===== config.mk =====
export PLATFORM = sky130hd
export DESIGN_NAME = xstage_exec
export DESIGN_NICKNAME = d
export VERILOG_FILES = /design/src/rtl/xs_pkg.sv /design/src/rtl/xs_lat_ctr.sv /design/src/rtl/xs_alu.sv /design/src/rtl/xstage_exec.sv
export SDC_FILE = /design/constraint.sdc
export NUM_CORES = 2
export LEC_CHECK = 0
export BUFFER_PORTS_ARGS = -buffer_cell sky130_fd_sc_hd__buf_2
export CORE_MARGIN = 8
export CORE_UTILIZATION = 57
export DETAILED_ROUTE_END_ITERATION = 6
export PLACE_DENSITY = 0.83
export SETUP_SLACK_MARGIN = 0.02
export SYNTH_ARGS = -nofsm -noshare
export SYNTH_HDL_FRONTEND = slang
export SYNTH_SLANG_ARGS = --single-unit

===== constraint.sdc =====
create_clock -name clk -period 7.8 [get_ports clk]
set_input_delay 0.78 -clock clk [delete_from_list [all_inputs] [get_ports clk]]
set_output_delay 0.78 -clock clk [all_outputs]
set_load 0.03 [all_outputs]

===== src/rtl/xs_pkg.sv =====
package xs_pkg;
  typedef enum logic [2:0] {
    ST_NORMAL   = 3'd0,
    ST_STALL    = 3'd1,
    ST_MEM_BUSY = 3'd2,
    ST_UNALIGN  = 3'd3,
    ST_MAPPED   = 3'd4,
    ST_JUMP     = 3'd5
  } xs_status_e;

  typedef enum logic [1:0] {
    OP_STW  = 2'd0,
    OP_MULH = 2'd1,
    OP_BAL  = 2'd2,
    OP_RSV  = 2'd3
  } xs_op_e;

  typedef enum logic [1:0] {
    MR_READY  = 2'd0,
    MR_BUSY   = 2'd1,
    MR_MAPPED = 2'd2,
    MR_RSV    = 2'd3
  } xs_mresp_e;
endpackage


===== src/rtl/xs_lat_ctr.sv =====
module xs_lat_ctr #(
  parameter int RIDX = 5,
  parameter int IMMW = 16,
  parameter int LATW = 4
) (
  input  logic                clk,
  input  logic                rst,
  input  logic                issue_valid,
  input  xs_pkg::xs_op_e      issue_op,
  input  logic [RIDX-1:0]     issue_rd,
  input  logic [RIDX-1:0]     issue_ra,
  input  logic [RIDX-1:0]     issue_rb,
  input  logic [IMMW-1:0]     issue_imm,
  input  logic [LATW-1:0]     issue_lat,
  input  logic                retire,
  output logic                busy,
  output logic                go,
  output xs_pkg::xs_op_e      op_q,
  output logic [RIDX-1:0]     rd_q,
  output logic [RIDX-1:0]     ra_q,
  output logic [RIDX-1:0]     rb_q,
  output logic [IMMW-1:0]     imm_q
);
  import xs_pkg::*;

  logic [LATW-1:0] lat_q;
  logic [LATW-1:0] cnt_q;
  logic [LATW-1:0] lat_eff;

  // a zero latency behaves as a single cycle
  assign lat_eff = (lat_q == '0) ? LATW'(1) : lat_q;
  assign go      = busy && (cnt_q >= lat_eff);

  always_ff @(posedge clk) begin
    if (rst) begin
      busy  <= 1'b0;
      cnt_q <= LATW'(1);
      lat_q <= '0;
      op_q  <= OP_RSV;
      rd_q  <= '0;
      ra_q  <= '0;
      rb_q  <= '0;
      imm_q <= '0;
    end else if (!busy) begin
      if (issue_valid) begin
        busy  <= 1'b1;
        cnt_q <= LATW'(1);
        lat_q <= issue_lat;
        op_q  <= issue_op;
        rd_q  <= issue_rd;
        ra_q  <= issue_ra;
        rb_q  <= issue_rb;
        imm_q <= issue_imm;
      end
    end else if (retire) begin
      busy  <= 1'b0;
      cnt_q <= LATW'(1);
    end else if (!go) begin
      cnt_q <= cnt_q + LATW'(1);
    end
  end

  // the wait count never runs past the effective latency
  p_cnt_bound_r1: assert property (@(posedge clk) disable iff (rst)
    busy |-> (cnt_q <= lat_eff));

  // a freshly accepted instruction starts counting at one
  p_fresh_count_r2: assert property (@(posedge clk) disable iff (rst)
    $rose(busy) |-> (cnt_q == LATW'(1)));

  // the held instruction is not replaced before it retires
  p_hold_instr_r10: assert property (@(posedge clk) disable iff (rst)
    (busy && !retire) |=> (busy && $stable(op_q) && $stable(rd_q) &&
                           $stable(ra_q) && $stable(imm_q)));
endmodule


===== src/rtl/xs_alu.sv =====
module xs_alu #(
  parameter int XLEN = 32,
  parameter int IMMW = 16
) (
  input  logic [XLEN-1:0] ra_val,
  input  logic [XLEN-1:0] rb_val,
  input  logic [IMMW-1:0] imm,
  output logic [XLEN-1:0] imm_sx,
  output logic [XLEN-1:0] eff_addr,
  output logic            misaligned,
  output logic [XLEN-1:0] mul_hi
);
  localparam int ALIGNW = $clog2(XLEN / 8);

  logic signed [2*XLEN-1:0] prod;

  assign imm_sx     = {{(XLEN-IMMW){imm[IMMW-1]}}, imm};
  assign eff_addr   = ra_val + imm_sx;
  assign misaligned = |eff_addr[ALIGNW-1:0];
  assign prod       = $signed({{XLEN{ra_val[XLEN-1]}}, ra_val}) *
                      $signed({{XLEN{rb_val[XLEN-1]}}, rb_val});
  assign mul_hi     = prod[2*XLEN-1:XLEN];
endmodule


===== src/rtl/xstage_exec.sv =====
module xstage_exec #(
  parameter int XLEN       = 32,
  parameter int RIDX       = 5,
  parameter int IMMW       = 16,
  parameter int LATW       = 4,
  parameter int LINK_BIT   = 3,
  parameter int ESR_RD_POS = 5,
  parameter logic [XLEN-1:0] ESR_TAG = 32'h0000_0C00
) (
  input  logic            clk,
  input  logic            rst,
  input  logic            issue_valid,
  input  logic [1:0]      issue_op,
  input  logic [RIDX-1:0] issue_rd,
  input  logic [RIDX-1:0] issue_ra,
  input  logic [RIDX-1:0] issue_rb,
  input  logic [IMMW-1:0] issue_imm,
  input  logic [LATW-1:0] issue_lat,
  output logic            issue_ready,
  output logic [RIDX-1:0] rf_ra_addr,
  output logic [RIDX-1:0] rf_rb_addr,
  output logic [RIDX-1:0] rf_rd_addr,
  input  logic [XLEN-1:0] rf_ra_data,
  input  logic [XLEN-1:0] rf_rb_data,
  input  logic [XLEN-1:0] rf_rd_data,
  output logic            rf_we,
  output logic [RIDX-1:0] rf_waddr,
  output logic [XLEN-1:0] rf_wdata,
  input  logic [XLEN-1:0] pc_in,
  output logic            pc_we,
  output logic [XLEN-1:0] pc_wdata,
  input  logic [XLEN-1:0] msr_in,
  output logic            msr_we,
  output logic [XLEN-1:0] msr_wdata,
  output logic            esr_we,
  output logic [XLEN-1:0] esr_wdata,
  output logic            ear_we,
  output logic [XLEN-1:0] ear_wdata,
  output logic            mem_req,
  output logic [XLEN-1:0] mem_addr,
  output logic [XLEN-1:0] mem_wdata,
  input  logic [1:0]      mem_resp,
  output logic [2:0]      status
);
  import xs_pkg::*;

  localparam int ALIGNW = $clog2(XLEN / 8);
  localparam logic [XLEN-1:0] LINK_MASK = XLEN'(1) << LINK_BIT;

  logic            busy, go, retire;
  xs_op_e          op_q;
  logic [RIDX-1:0] rd_q, ra_q, rb_q;
  logic [IMMW-1:0] imm_q;
  logic [XLEN-1:0] imm_sx, eff_addr, mul_hi;
  logic            misaligned;
  xs_mresp_e       resp;

  xs_lat_ctr #(.RIDX(RIDX), .IMMW(IMMW), .LATW(LATW)) u_ctr (
    .clk(clk), .rst(rst),
    .issue_valid(issue_valid), .issue_op(xs_op_e'(issue_op)),
    .issue_rd(issue_rd), .issue_ra(issue_ra), .issue_rb(issue_rb),
    .issue_imm(issue_imm), .issue_lat(issue_lat),
    .retire(retire), .busy(busy), .go(go), .op_q(op_q),
    .rd_q(rd_q), .ra_q(ra_q), .rb_q(rb_q), .imm_q(imm_q)
  );

  xs_alu #(.XLEN(XLEN), .IMMW(IMMW)) u_alu (
    .ra_val(rf_ra_data), .rb_val(rf_rb_data), .imm(imm_q),
    .imm_sx(imm_sx), .eff_addr(eff_addr), .misaligned(misaligned),
    .mul_hi(mul_hi)
  );

  assign issue_ready = !busy;
  assign rf_ra_addr  = ra_q;
  assign rf_rb_addr  = rb_q;
  assign rf_rd_addr  = rd_q;
  assign resp        = xs_mresp_e'(mem_resp);
  assign mem_req     = go && (op_q == OP_STW) && !misaligned;
  assign mem_addr    = eff_addr;
  assign mem_wdata   = rf_rd_data;

  // next-cycle outputs
  xs_status_e      st_d, st_q;
  logic            rf_we_d, pc_we_d, msr_we_d, esr_we_d, ear_we_d;
  logic [XLEN-1:0] rf_wdata_d;

  always_comb begin
    st_d       = ST_NORMAL;
    retire     = 1'b0;
    rf_we_d    = 1'b0;
    pc_we_d    = 1'b0;
    msr_we_d   = 1'b0;
    esr_we_d   = 1'b0;
    ear_we_d   = 1'b0;
    rf_wdata_d = mul_hi;
    if (busy) begin
      if (!go) begin
        st_d = ST_STALL;
      end else begin
        unique case (op_q)
          OP_STW: begin
            if (misaligned) begin
              st_d     = ST_UNALIGN;
              esr_we_d = 1'b1;
              ear_we_d = 1'b1;
              retire   = 1'b1;
            end else if (resp == MR_BUSY) begin
              st_d = ST_MEM_BUSY;
            end else if (resp == MR_MAPPED) begin
              st_d     = ST_MAPPED;
              ear_we_d = 1'b1;
              retire   = 1'b1;
            end else begin
              retire = 1'b1;
            end
          end
          OP_MULH: begin
            rf_we_d = 1'b1;
            retire  = 1'b1;
          end
          OP_BAL: begin
            st_d       = ST_JUMP;
            rf_we_d    = 1'b1;
            rf_wdata_d = pc_in;
            pc_we_d    = 1'b1;
            msr_we_d   = 1'b1;
            retire     = 1'b1;
          end
          default: retire = 1'b1;
        endcase
      end
    end
  end

  always_ff @(posedge clk) begin
    if (rst) begin
      st_q      <= ST_NORMAL;
      rf_we     <= 1'b0;
      pc_we     <= 1'b0;
      msr_we    <= 1'b0;
      esr_we    <= 1'b0;
      ear_we    <= 1'b0;
      rf_waddr  <= '0;
      rf_wdata  <= '0;
      pc_wdata  <= '0;
      msr_wdata <= '0;
      esr_wdata <= '0;
      ear_wdata <= '0;
    end else begin
      st_q      <= st_d;
      rf_we     <= rf_we_d;
      pc_we     <= pc_we_d;
      msr_we    <= msr_we_d;
      esr_we    <= esr_we_d;
      ear_we    <= ear_we_d;
      rf_waddr  <= rd_q;
      rf_wdata  <= rf_wdata_d;
      pc_wdata  <= imm_sx;
      msr_wdata <= msr_in | LINK_MASK;
      esr_wdata <= ESR_TAG | (XLEN'(rd_q) << ESR_RD_POS);
      ear_wdata <= eff_addr;
    end
  end

  assign status = st_q;

  // a stall cycle writes nothing
  p_stall_quiet_r1: assert property (@(posedge clk) disable iff (rst)
    (st_q == ST_STALL) |-> !(rf_we || pc_we || msr_we || esr_we || ear_we));

  // a busy memory keeps the stage occupied
  p_busy_holds_r4: assert property (@(posedge clk) disable iff (rst)
    (st_q == ST_MEM_BUSY) |-> !issue_ready);

  // memory only ever sees word-aligned stores
  p_aligned_req_r5: assert property (@(posedge clk) disable iff (rst)
    mem_req |-> (mem_addr[ALIGNW-1:0] == '0));

  // an ESR load always comes with an EAR load and the unaligned code
  p_fault_pair_r5: assert property (@(posedge clk) disable iff (rst)
    esr_we |-> (ear_we && st_q == ST_UNALIGN));

  // a mapped fault loads EAR only
  p_mapped_ear_r6: assert property (@(posedge clk) disable iff (rst)
    (st_q == ST_MAPPED) |-> (ear_we && !esr_we && !rf_we));

  // a PC write is always accompanied by the link and MSR writes
  p_jump_side_r8: assert property (@(posedge clk) disable iff (rst)
    pc_we |-> (msr_we && rf_we && st_q == ST_JUMP));
endmodule


==> metrics.txt <==
status=complete, but fails checks; failing checks=negative setup slack; RSZ-0062 raised after global routing=true; vias=34100; buffers added on ports=~370; # DRC=0; Final Hold Fails=0; setup violators final=1; Worst Path Arrival=8.19 ns; drt initial violations=2794; commonest cells after routing, fill and taps aside=fa_1, inv_1, nand2_1; # rows=100; CTS Buffer Depth=2; GRT Overall Usage=30.6%; f_max=about 130 MHz; Num CTS Buffers=17; critical path launch point type=input port; Die H=just under 300 um; die area=83900 sq um; Overflow after GRT=0; cell taking the most area after synthesis=fa_1; Reg-to-Reg Start=u_ctr.imm_q[0]$_SDFFE_PP0P_; die extent in x=290 um; sequential area share after synthesis=7.78%; Final ANT Viol Nets=0; crit end category=flop; clk sinks=approximately 170; Post-synth EDFFs=0; FILL cells=about 5300; Yosys cell types=61; layout cells sized above 1=between 10% and 20%; post-DR wirelength/cell=21.3 um; FF-to-FF End=ear_wdata[26]$_SDFF_PP0_; final worst-path cycle share=100%; Layout area overhead=17.0%; Tmin final=7.81 ns; vias in the first global route=37700; Pre-antenna DRT Iters=6; clk_lat worst skew=0.44 ns; # hold bufs at CTS=0; Synth Cell Area=42700 sq um; # nets final=6617; Yosys top cell area share=roughly half; largest net degree at the start of global routing=75; worst reg-to-reg setup slack=4.06 ns; io pins=between 400 and 500; Clk Tree Root Cell=clkbuf_16; placed instance count=6028; main flop type after synthesis=dfxtp_1; Layout Skew=0.0136 ns; routed vias/inst=roughly 5.6; Min-Delay Path Class=flop to flop; CP required=8.18 ns; yosys warns=0; Mean Syn Cell Area=9.32 sq um; H-tree depth=4; Slew HR=43.5%; largest cells by area after synthesis=fa_1, inv_1, and2_1; Worst R2R Path Depth=13; clock-pin slew on the worst setup and hold paths=roughly 0.070 ns; async set-reset flop share out of synthesis=0%; global placer's final weighted congestion=0.986; core footprint=74300 sq um; WL final=roughly 130 mm; Critical Path Sink=rf_wdata[30]$_SDFF_PP0_; MaxCap Viol Count=0; crit path max fanout=14; crit path from=rf_ra_data[10]; critical path class=input port to flop; Mapped Cells=between 4000 and 5000; Worst Max-Slew Pin Slew=approximately 0.85 ns; global-route wire length before repair=199 mm; CTS tree=yes; Pins Over Slew Limit=0; fin cells=6105; HPWL after detailed placement=106 mm; Starting Density=57.5%; most common cell after layout, fill and taps aside=fa_1; initial antenna violation count=11; register bit total from synthesis=166; Hold Slack=0.453 ns; final setup margin=-0.0126 ns
-- critical path, cell delays in order --
cell and delay (ns):
buf_8 0.15, buf_6 0.15, buf_4 0.15, nand2_1 0.09, fa_1 0.52, inv_1 0.05, fa_1 0.52, fa_2 0.47
fa_1 0.61, fa_2 0.48, fa_1 0.59, fa_2 0.49, fa_1 0.63, ha_4 0.18, buf_4 0.13, o21a_1 0.13
o211ai_1 0.16, o31ai_4 0.38, buf_6 0.16, nor3_4 0.04, a2111o_1 0.49, a21boi_2 0.20, nor3_2 0.07, or3b_4 0.41
a21oi_2 0.14
-- metrics by stage --
stage          area [sq um]  util (%)  setup TNS [ns]  setup slack [ns]
2_1_floorplan         42800         -         -0.0185           -0.0185
3_3_place_gp          47800      64.4          -14.07            -0.819
3_5_place_dp          47800      64.4          -15.91            -0.807
4_1_cts               48800      65.6               0            0.0182
5_1_grt               50000      67.2          -0.797            -0.177
6_report              50000      67.2         -0.0126           -0.0126
-- cell families after synthesis --
| logic type | after synthesis | synth area share [%] |
|---|---|---|
| adders and majority gates | 1300 | 57.1 |
| xor gates and xnor gates | 74 | 1.52 |
| and+or+nand+nor | 1430 | 16.7 |
| other | 1 | 0.00878 |
| DFF | 166 | 7.78 |
| AOI/OAI and AO/OA | 323 | 4.83 |
| buffers and inverters | 1283 | 12.0 |
| muxes | 3 | 0.0703 |
-- registers in the layout (all words and copies together) (netlist names) --
name,flops
u_ctr.ra_q,5
u_ctr.cnt_q,4
esr_wdata,6
u_ctr.op_q,2
u_ctr.busy,1
ear_wdata,32
status,3
msr_wdata,31
rf_wdata,32
ear_we,1
pc_wdata,16
u_ctr.rd_q,5
msr_we,1
u_ctr.imm_q,16
rf_we,1
u_ctr.lat_q,4
esr_we,1
u_ctr.rb_q,5
-- worst min path at each step --
stage                                startpoint                          end  slack [ns]  depth (start not counted)
floorplan           u_ctr.lat_q[0]$_SDFFE_PP0P_  u_ctr.lat_q[0]$_SDFFE_PP0P_        0.44                          2
global placement     u_ctr.rb_q[0]$_SDFFE_PP0P_   u_ctr.rb_q[0]$_SDFFE_PP0P_        0.44                          2
detailed placement   u_ctr.rb_q[0]$_SDFFE_PP0P_   u_ctr.rb_q[0]$_SDFFE_PP0P_        0.44                          2
CTS                  u_ctr.rb_q[0]$_SDFFE_PP0P_   u_ctr.rb_q[0]$_SDFFE_PP0P_        0.45                          2
global route        u_ctr.lat_q[3]$_SDFFE_PP0P_  u_ctr.lat_q[3]$_SDFFE_PP0P_        0.48                          2
finish               u_ctr.rb_q[0]$_SDFFE_PP0P_   u_ctr.rb_q[0]$_SDFFE_PP0P_        0.45                          2
-- synth_stat cells, types with 3 or more instances --
library cell and count:
a211o_1 5, a211oi_1 10, a21o_1 54, a21oi_1 130, a31o_2 4, a31oi_1 8
a41oi_1 6, and2_1 543, and3_1 7, and4_1 4, buf_1 3, buf_4 81
clkbuf_1 234, dfxtp_1 166, fa_1 1082, ha_1 218, inv_1 965, mux2i_1 3
nand2_1 649, nand2b_1 18, nand3_1 17, nand4_1 16, nor2_1 73, nor2b_1 64
nor3_1 16, nor3b_1 3, nor4_1 5, o2111ai_1 3, o211ai_1 13, o21a_1 8
o21ai_0 34, o21ai_1 5, o21bai_1 12, o22ai_1 4, o31ai_1 5, or2_2 3
or3_1 6, xnor2_1 55, xor2_1 19
-- metal layers --
layer / routed length, um / GRT usage [%] / up-vias
li1: - / - / 14300
met1: 44200 / 36.0 / 17400
met4: 9320 / 17.7 / 4
met3: 11100 / 6.06 / 523
met5: 29 / 0 / -
met2: 65500 / 52.2 / 1857
-- layout make-up --
| class | count | area [sq um] | share of cell area (%) |
|---|---|---|---|
| clock inverters | 15 | 161 | 0.323 |
| multi-input cells | 3155 | 35100 | 70.2 |
| repair buffers | 810 | 6120 | 12.3 |
| diodes | 8 | 20.0 | 0.0401 |
| clock buffers | 17 | 425 | 0.851 |
| well taps | 969 | 1210 | 2.43 |
| flip-flops and latches | 166 | 3320 | 6.65 |
| inverters | 965 | 3630 | 7.26 |
-- what timing repair did --
item | CTS | global route
endpoints found under the setup margin | 24 | 24
gates resized for setup | 68 | 242
pin swaps | 17 | 113
setup buffers | 9 | 24
gates cloned | 0 | 4
Power is not shown: default switching activity piles up to over one toggle a cycle in this logic, so the estimate is an artifact.
